**config.mk**
```make
export PLATFORM = sky130hd
export DESIGN_NAME = mux_bus_engine
export DESIGN_NICKNAME = d
export VERILOG_FILES = /design/src/rtl/mbus_pkg.sv /design/src/rtl/mbus_seq.sv /design/src/rtl/mbus_split.sv /design/src/rtl/mbus_pins.sv /design/src/rtl/mux_bus_engine.sv
export SDC_FILE = /design/constraint.sdc
export NUM_CORES = 1
export LEC_CHECK = 0
export BUFFER_PORTS_ARGS = -buffer_cell sky130_fd_sc_hd__buf_2
export CAP_MARGIN = 40
export CELL_PAD_IN_SITES_DETAIL_PLACEMENT = 0
export CELL_PAD_IN_SITES_GLOBAL_PLACEMENT = 1
export CORE_MARGIN = 5
export CORE_UTILIZATION = 42
export DETAILED_ROUTE_END_ITERATION = 12
export PLACE_DENSITY = 0.95
export SLEW_MARGIN = 20
export SYNTH_ARGS = -nofsm -noshare
export SYNTH_HDL_FRONTEND = slang
export SYNTH_HIERARCHICAL = 1
export SYNTH_SLANG_ARGS = --single-unit
```
**constraint.sdc**
```tcl
create_clock -name clk -period 3.7 [get_ports clk]
set_input_delay 0.37 -clock clk [delete_from_list [all_inputs] [get_ports clk]]
set_output_delay 0.37 -clock clk [all_outputs]
set_load 0.005 [all_outputs]
```
**src/rtl/mbus_pkg.sv**
```systemverilog
package mbus_pkg;
    localparam int ADDR_W = 20;
    localparam int DATA_W = 16;
    localparam int LANE_W = DATA_W / 2;
    localparam int HI_W   = ADDR_W - DATA_W;
    localparam int SEG_W  = 2;

    typedef enum logic [2:0] {
        ST_IDLE = 3'd0,
        ST_T1   = 3'd1,
        ST_T2   = 3'd2,
        ST_T3   = 3'd3,
        ST_TW   = 3'd4,
        ST_T4   = 3'd5,
        ST_HOLD = 3'd6
    } bus_st_e;

    typedef struct packed {
        logic              io;
        logic              write;
        logic              word;
        logic [ADDR_W-1:0] addr;
        logic [DATA_W-1:0] wdata;
        logic [SEG_W-1:0]  seg;
        logic              ie;
    } xfer_t;

    function automatic logic [HI_W-1:0] status_nibble(input logic ie, input logic [SEG_W-1:0] seg);
        return {1'b0, ie, seg};
    endfunction

    function automatic logic is_data_clk(input bus_st_e s);
        return (s == ST_T2) || (s == ST_T3) || (s == ST_TW);
    endfunction

    function automatic logic is_in_cycle(input bus_st_e s);
        return (s == ST_T1) || is_data_clk(s) || (s == ST_T4);
    endfunction
endpackage

```
**src/rtl/mbus_seq.sv**
```systemverilog
module mbus_seq
    import mbus_pkg::*;
(
    input  logic    clk,
    input  logic    rst,
    input  logic    req_valid,
    input  logic    more,
    input  logic    ready,
    input  logic    hold,
    output bus_st_e st,
    output logic    ack,
    output logic    capture,
    output logic    advance,
    output logic    done
);
    bus_st_e st_q, st_d;
    logic    resume_q, resume_d;

    assign st      = st_q;
    assign ack     = (st_q == ST_IDLE) && req_valid && !hold;
    assign capture = ((st_q == ST_T3) || (st_q == ST_TW)) && ready;
    assign advance = (st_q == ST_T4) && more;
    assign done    = (st_q == ST_T4) && !more;

    always_comb begin
        st_d     = st_q;
        resume_d = resume_q;
        case (st_q)
            ST_IDLE: begin
                if (hold)           st_d = ST_HOLD;
                else if (req_valid) st_d = ST_T1;
            end
            ST_T1: st_d = ST_T2;
            ST_T2: st_d = ST_T3;
            ST_T3, ST_TW: st_d = ready ? ST_T4 : ST_TW;
            ST_T4: begin
                if (hold) begin
                    st_d     = ST_HOLD;
                    resume_d = more;
                end else if (more) begin
                    st_d = ST_T1;
                end else begin
                    st_d = ST_IDLE;
                end
            end
            ST_HOLD: begin
                if (!hold) begin
                    st_d     = resume_q ? ST_T1 : ST_IDLE;
                    resume_d = 1'b0;
                end
            end
            default: st_d = ST_IDLE;
        endcase
    end

    always_ff @(posedge clk) begin
        if (rst) begin
            st_q     <= ST_IDLE;
            resume_q <= 1'b0;
        end else begin
            st_q     <= st_d;
            resume_q <= resume_d;
        end
    end

    // a low ready sample in a data clock adds one wait clock
    a_r7_wait_added: assert property (@(posedge clk) disable iff (rst)
        (((st_q == ST_T3) || (st_q == ST_TW)) && !ready) |=> (st_q == ST_TW));

    // the bus is only surrendered from idle or after a closing clock
    a_r8_grant_at_boundary: assert property (@(posedge clk) disable iff (rst)
        $rose(st_q == ST_HOLD) |-> $past((st_q == ST_IDLE) || (st_q == ST_T4)));

    // completion is a single-clock pulse
    a_r11_done_pulse: assert property (@(posedge clk) disable iff (rst)
        done |=> !done);
endmodule

```
**src/rtl/mbus_split.sv**
```systemverilog
module mbus_split
    import mbus_pkg::*;
#(
    parameter bit BUS16 = 1'b1
) (
    input  logic              clk,
    input  logic              rst,
    input  logic              ack,
    input  xfer_t             req,
    input  logic              advance,
    input  logic              capture,
    input  logic [DATA_W-1:0] ad_i,
    output logic              more,
    output logic [ADDR_W-1:0] cur_addr,
    output logic [DATA_W-1:0] lane_out,
    output logic              bhe_n,
    output xfer_t             xfer,
    output logic [DATA_W-1:0] rdata
);
    xfer_t             xfer_q;
    logic [DATA_W-1:0] rdata_q;

    assign xfer  = xfer_q;
    assign rdata = rdata_q;

    always_ff @(posedge clk) begin
        if (rst)      xfer_q <= '0;
        else if (ack) xfer_q <= req;
    end

    generate
        if (BUS16) begin : g_wide
            assign more     = 1'b0;
            assign cur_addr = xfer_q.addr;
            assign lane_out = xfer_q.word ? xfer_q.wdata
                                          : {2{xfer_q.wdata[LANE_W-1:0]}};
            assign bhe_n    = xfer_q.word ? 1'b0 : ~xfer_q.addr[0];

            always_ff @(posedge clk) begin
                if (rst) begin
                    rdata_q <= '0;
                end else if (capture) begin
                    if (xfer_q.word)        rdata_q <= ad_i;
                    else if (xfer_q.addr[0]) rdata_q <= {{LANE_W{1'b0}}, ad_i[DATA_W-1:LANE_W]};
                    else                     rdata_q <= {{LANE_W{1'b0}}, ad_i[LANE_W-1:0]};
                end
            end
        end else begin : g_narrow
            logic beat_q;

            assign more     = xfer_q.word && !beat_q;
            assign cur_addr = xfer_q.addr + ADDR_W'(beat_q);
            assign lane_out = {cur_addr[DATA_W-1:LANE_W],
                               beat_q ? xfer_q.wdata[DATA_W-1:LANE_W] : xfer_q.wdata[LANE_W-1:0]};
            assign bhe_n    = 1'b1;

            always_ff @(posedge clk) begin
                if (rst) begin
                    beat_q <= 1'b0;
                end else if (ack) begin
                    beat_q <= 1'b0;
                end else if (advance) begin
                    beat_q <= 1'b1;
                end
            end

            always_ff @(posedge clk) begin
                if (rst) begin
                    rdata_q <= '0;
                end else if (capture) begin
                    if (!beat_q) rdata_q <= {{LANE_W{1'b0}}, ad_i[LANE_W-1:0]};
                    else         rdata_q[DATA_W-1:LANE_W] <= ad_i[LANE_W-1:0];
                end
            end

            // the second byte cycle addresses the next byte
            a_r10_next_byte_addr: assert property (@(posedge clk) disable iff (rst)
                advance |=> (cur_addr == ($past(cur_addr) + ADDR_W'(1))));
        end
    endgenerate
endmodule

```
**src/rtl/mbus_pins.sv**
```systemverilog
module mbus_pins
    import mbus_pkg::*;
#(
    parameter bit BUS16 = 1'b1
) (
    input  logic              clk,
    input  logic              rst,
    input  bus_st_e           st,
    input  logic [ADDR_W-1:0] cur_addr,
    input  logic [DATA_W-1:0] lane_out,
    input  logic              bhe_in,
    input  xfer_t             xfer,
    output logic [DATA_W-1:0] ad_o,
    output logic [1:0]        ad_oe,
    output logic [HI_W-1:0]   a_hi,
    output logic              ctl_oe,
    output logic              ale,
    output logic              rd_n,
    output logic              wr_n,
    output logic              den_n,
    output logic              dtr,
    output logic              io_sel,
    output logic              bhe_n,
    output logic              hlda
);
    logic cyc, dclk, after_addr, drive_lo;

    assign cyc        = is_in_cycle(st);
    assign dclk       = is_data_clk(st);
    assign after_addr = dclk || (st == ST_T4);
    assign drive_lo   = (st == ST_T1) || (after_addr && xfer.write);

    assign ale    = (st == ST_T1);
    assign rd_n   = !(dclk && !xfer.write);
    assign wr_n   = !(dclk && xfer.write);
    assign den_n  = !dclk;
    assign dtr    = cyc && xfer.write;
    assign io_sel = cyc && xfer.io;
    assign bhe_n  = cyc ? bhe_in : 1'b1;
    assign hlda   = (st == ST_HOLD);
    assign ctl_oe = !hlda;

    always_comb begin
        if (st == ST_T1)     a_hi = cur_addr[ADDR_W-1:DATA_W];
        else if (after_addr) a_hi = status_nibble(xfer.ie, xfer.seg);
        else                 a_hi = '0;
    end

    always_comb begin
        if (st == ST_T1)     ad_o = cur_addr[DATA_W-1:0];
        else if (after_addr) ad_o = lane_out;
        else                 ad_o = '0;
    end

    generate
        if (BUS16) begin : g_oe_wide
            assign ad_oe = {drive_lo, drive_lo};
        end else begin : g_oe_narrow
            assign ad_oe = {cyc, drive_lo};
        end
    endgenerate

    // read and write strobes never overlap
    a_r4_strobe_excl: assert property (@(posedge clk) disable iff (rst)
        !(!rd_n && !wr_n));

    // write data held steady while the write strobe stays low
    a_r5_wdata_steady: assert property (@(posedge clk) disable iff (rst)
        (!wr_n && $past(!wr_n)) |-> ($stable(ad_o) && (ad_oe == 2'b11)));

    // top status bit is low in every data clock
    a_r3_s6_low: assert property (@(posedge clk) disable iff (rst)
        !den_n |-> (a_hi[HI_W-1] == 1'b0));

    // granted bus means every output floats
    a_r8_float: assert property (@(posedge clk) disable iff (rst)
        hlda |-> ((ad_oe == 2'b00) && !ctl_oe));

    // address strobe only while no data strobe is active
    a_r2_ale_quiet: assert property (@(posedge clk) disable iff (rst)
        ale |-> (rd_n && wr_n && den_n));
endmodule

```
**src/rtl/mux_bus_engine.sv**
```systemverilog
module mux_bus_engine
    import mbus_pkg::*;
#(
    parameter bit BUS16 = 1'b1
) (
    input  logic              clk,
    input  logic              rst,
    input  logic              req_valid,
    output logic              req_ack,
    input  logic              req_io,
    input  logic              req_write,
    input  logic              req_word,
    input  logic [ADDR_W-1:0] req_addr,
    input  logic [DATA_W-1:0] req_wdata,
    input  logic [SEG_W-1:0]  req_seg,
    input  logic              req_ie,
    output logic              done,
    output logic [DATA_W-1:0] rdata,
    input  logic              ready,
    input  logic              hold,
    output logic              hlda,
    input  logic [DATA_W-1:0] ad_i,
    output logic [DATA_W-1:0] ad_o,
    output logic [1:0]        ad_oe,
    output logic [HI_W-1:0]   a_hi,
    output logic              ctl_oe,
    output logic              ale,
    output logic              rd_n,
    output logic              wr_n,
    output logic              den_n,
    output logic              dtr,
    output logic              io_sel,
    output logic              bhe_n
);
    bus_st_e           st;
    logic              ack, capture, advance, more, bhe_int;
    logic [ADDR_W-1:0] cur_addr;
    logic [DATA_W-1:0] lane_out;
    xfer_t             req, xfer;

    assign req_ack = ack;

    always_comb begin
        req.io    = req_io;
        req.write = req_write;
        req.word  = req_word;
        req.addr  = req_addr;
        req.wdata = req_wdata;
        req.seg   = req_seg;
        req.ie    = req_ie;
    end

    mbus_seq u_seq (
        .clk       (clk),
        .rst       (rst),
        .req_valid (req_valid),
        .more      (more),
        .ready     (ready),
        .hold      (hold),
        .st        (st),
        .ack       (ack),
        .capture   (capture),
        .advance   (advance),
        .done      (done)
    );

    mbus_split #(.BUS16(BUS16)) u_split (
        .clk      (clk),
        .rst      (rst),
        .ack      (ack),
        .req      (req),
        .advance  (advance),
        .capture  (capture),
        .ad_i     (ad_i),
        .more     (more),
        .cur_addr (cur_addr),
        .lane_out (lane_out),
        .bhe_n    (bhe_int),
        .xfer     (xfer),
        .rdata    (rdata)
    );

    mbus_pins #(.BUS16(BUS16)) u_pins (
        .clk      (clk),
        .rst      (rst),
        .st       (st),
        .cur_addr (cur_addr),
        .lane_out (lane_out),
        .bhe_in   (bhe_int),
        .xfer     (xfer),
        .ad_o     (ad_o),
        .ad_oe    (ad_oe),
        .a_hi     (a_hi),
        .ctl_oe   (ctl_oe),
        .ale      (ale),
        .rd_n     (rd_n),
        .wr_n     (wr_n),
        .den_n    (den_n),
        .dtr      (dtr),
        .io_sel   (io_sel),
        .bhe_n    (bhe_n),
        .hlda     (hlda)
    );
endmodule

```
==> run summary <==
The run finished with clean final reports. The placed instances occupy a cell area of 4040 sq um. The required time of the critical path is 3.33 ns. The number of buffers inserted during clock tree synthesis came out at 9. Setup violations remaining at the end of the flow were counted as 0.

The combinational group share of total power is 22.0%. The post-detailed-placement half-perimeter wirelength came out at 6350 um. The clock-pin slew on the worst setup and hold paths is about 0.07 ns. The power per cell area is 448 nW/um^2. The quantity of gates resized following cts is 0. The remaining antenna violation count came out at 0. The average wire per cell in the routed design is 16.2 um.

In this run switching power makes up 28.2% of total power. Summing all multi-input logic gate instances after layout gives 1990 sq um. The number of iterations in the first detailed-routing pass is 5. The post-route setup TNS came out at 0 ns.

The site row count came out at 33. The maximum clock insertion buffer count is 2. The overall via count from detail_route is 2934. STA classifies the critical path startpoint as a register. The worst setup path is of the reg2out kind. The max-slew violation total from the final report came to 0. Setup repair after global routing left no endpoint under its margin. The level count of the clock H-tree is 3. The minimum clock period after layout is around 2.5 ns. For this configuration, the core starts out at a cell density of 43.1%.

The sequential standard cell area came out at roughly 1200 sq um. Timing would allow up to approximately 410 MHz. The number of hold buffers added after cts is 0. Measured on the finished design, the core utilization comes to a little over half. The number of nets in the finished design came out at between 500 and 600. In this run the clock root is driven by a clkbuf_8. The worst supply voltage drop on vdd is 252 uV. The hold violation count in the final report is 0. The internal power came out at 0.00138 W. The routed wire length is 9080 um.

The first global-routing pass estimated about 15000 um of wire. The area of the mapped netlist came out at 3540 sq um. The total track usage is 17.8%. The I/O pin count came out at 112. After filler insertion, the fill cell instance count of the layout stands at approximately 770. The fraction of final layout cells with drive strength greater than 1 came out at 39.0%. The insertion delay to the later sink of the worst-skew pair is 0.33 ns. The overall die area came out at 10400 sq um. The arrival time at the worst endpoint came out at 2.08 ns. The width of the die came out at 102 um.

The static leakage came out at approximately 2.0 nW. The total power draw came out at 0.00193 W. Measured along the y axis, the die boundary spans 102 um. The net count after synthesis is 422. The share of the cycle needed by the critical path after routing came out at around 66%. TritonCTS built the clock tree. The detailed router's first-iteration violation count is 99. The via count of the first global-routing pass came out at 2930. Headroom to the max-slew limit came out at a little over half. The count of input and output buffers is approximately 110. Entering global routing, the biggest net connects 63 pins.

The routability congestion estimate came out at 0.756. Clock tree synthesis found a total of between 60 and 70 sinks. From synthesis to final layout, the design area changed by 21.7%. The count of mapped cells out of synthesis is about 360. The total of max-cap violations is 0. The remaining routing DRC violations is 0. The number of setup buffers added after CTS is 0. The number of diodes came out at 0. The standard cell core area came out at ~8200 sq um.

The number of synthesis warnings came out at 6. The slew at the pin closest to its max-slew limit came out at 0.706 ns. For this run the aggregate overflow at the end of global routing stands at 0. Dividing the detail-routed via count by the number of cells gives 5.23. The initial antenna violation count came to 0. The min-delay analysis places its worst path in the category in2reg. The worst setup skew after layout came out at 0.00840 ns. The mean area per synthesized cell came out at 9.86 sq um. With fillers left out, the area of the finished cells amounts to 4310 sq um. The net switching power of the design came out at 0.000545 W. The worst setup path is captured at an output port. The maximum fanout encountered on the critical timing path came out at 13.

The part of the total power dissipated in the clock network came out at 38.2%. The register share of total power is 39.8%.
-- power by group through the flow --
stage	Combinational [W]	Sequential, W	Clock [W]
global placement	0.000341	0.000828	0
global route	0.000468	0.000776	0.000786
floorplan	0.000333	0.000756	0
CTS	0.000397	0.000788	0.000751
finish	0.000425	0.000767	0.000735
detailed placement	0.000396	0.000803	0
-- worst max-delay path: stages, from the launching register on --
cell and delay [ns]:
dfxtp_1 0.78, mux2_2 0.43, and3b_1 0.17, a211o_1 0.26, buf_2 0.12
-- registers in the layout, indices dropped and copies added, names as in the netlist --
| signal | cells |
|---|---|
| u_split/cur_addr | 20 |
| u_seq/st | 3 |
| u_split/rdata | 16 |
| u_split/xfer | 22 |
| u_seq/resume_q | 1 |
-- final timing paths --
kind                                       from                                 to  slack (ns)  cells after the start
hold / removal                        req_write      u_split/xfer[40]$_SDFFE_PP0P_        0.27                      3
setup reg to reg       u_seq/st[1]$_SDFFE_PP0P_  u_split/cur_addr[13]$_SDFFE_PP0P_        1.48                      6
setup / recovery  u_split/xfer[39]$_SDFFE_PP0P_                           ad_o[15]        1.25                      4
hold reg to reg   u_split/rdata[8]$_SDFFE_PP0P_      u_split/rdata[8]$_SDFFE_PP0P_        0.48                      2
-- through the flow --
stage | setup WS, ns | hold slack (ns) | instances
after global placement | 1.17 | 0.461 | 541
after CTS | 1.12 | 0.259 | 560
after detailed placement | 1.35 | 0.463 | 544
after floorplan | 1.95 | 0.442 | 359
final | 1.25 | 0.274 | 561
after global routing | 1.14 | 0.273 | 561
-- metal layers --
metal	up-vias	routed length, um	global-route usage [%]
met5	-	0	0
met4	0	72	5.21
met3	8	620	4.27
met2	98	4240	28.3
met1	1356	4140	24.1
li1	1472	-	-
-- layout make-up --
| cell class | count | share of cell area (%) |
|---|---|---|
| multi-input cells | 248 | 46.1 |
| flip-flops and latches | 62 | 28.9 |
| repair buffers | 119 | 15.3 |
| clock buffers | 10 | 3.20 |
| well taps | 105 | 3.05 |
| clock inverters | 6 | 2.53 |
| inverters | 11 | 0.959 |
-- layout by cell type, fill, tap and decap left out, types with 5 or more instances in the layout --
master,count
buf_2,110
dfxtp_1,60
nor2_1,50
mux2i_1,43
nor4bb_1,20
and3b_1,19
a211o_1,19
clkbuf_8,10
inv_1,10
o21bai_1,9
nand2b_1,9
mux2_2,8
nand3_2,8
a21oi_2,8
a311oi_2,8
and4bb_1,6
buf_4,5
o21ai_0,5
No activity file was read; power rests on OpenSTA's default activity.
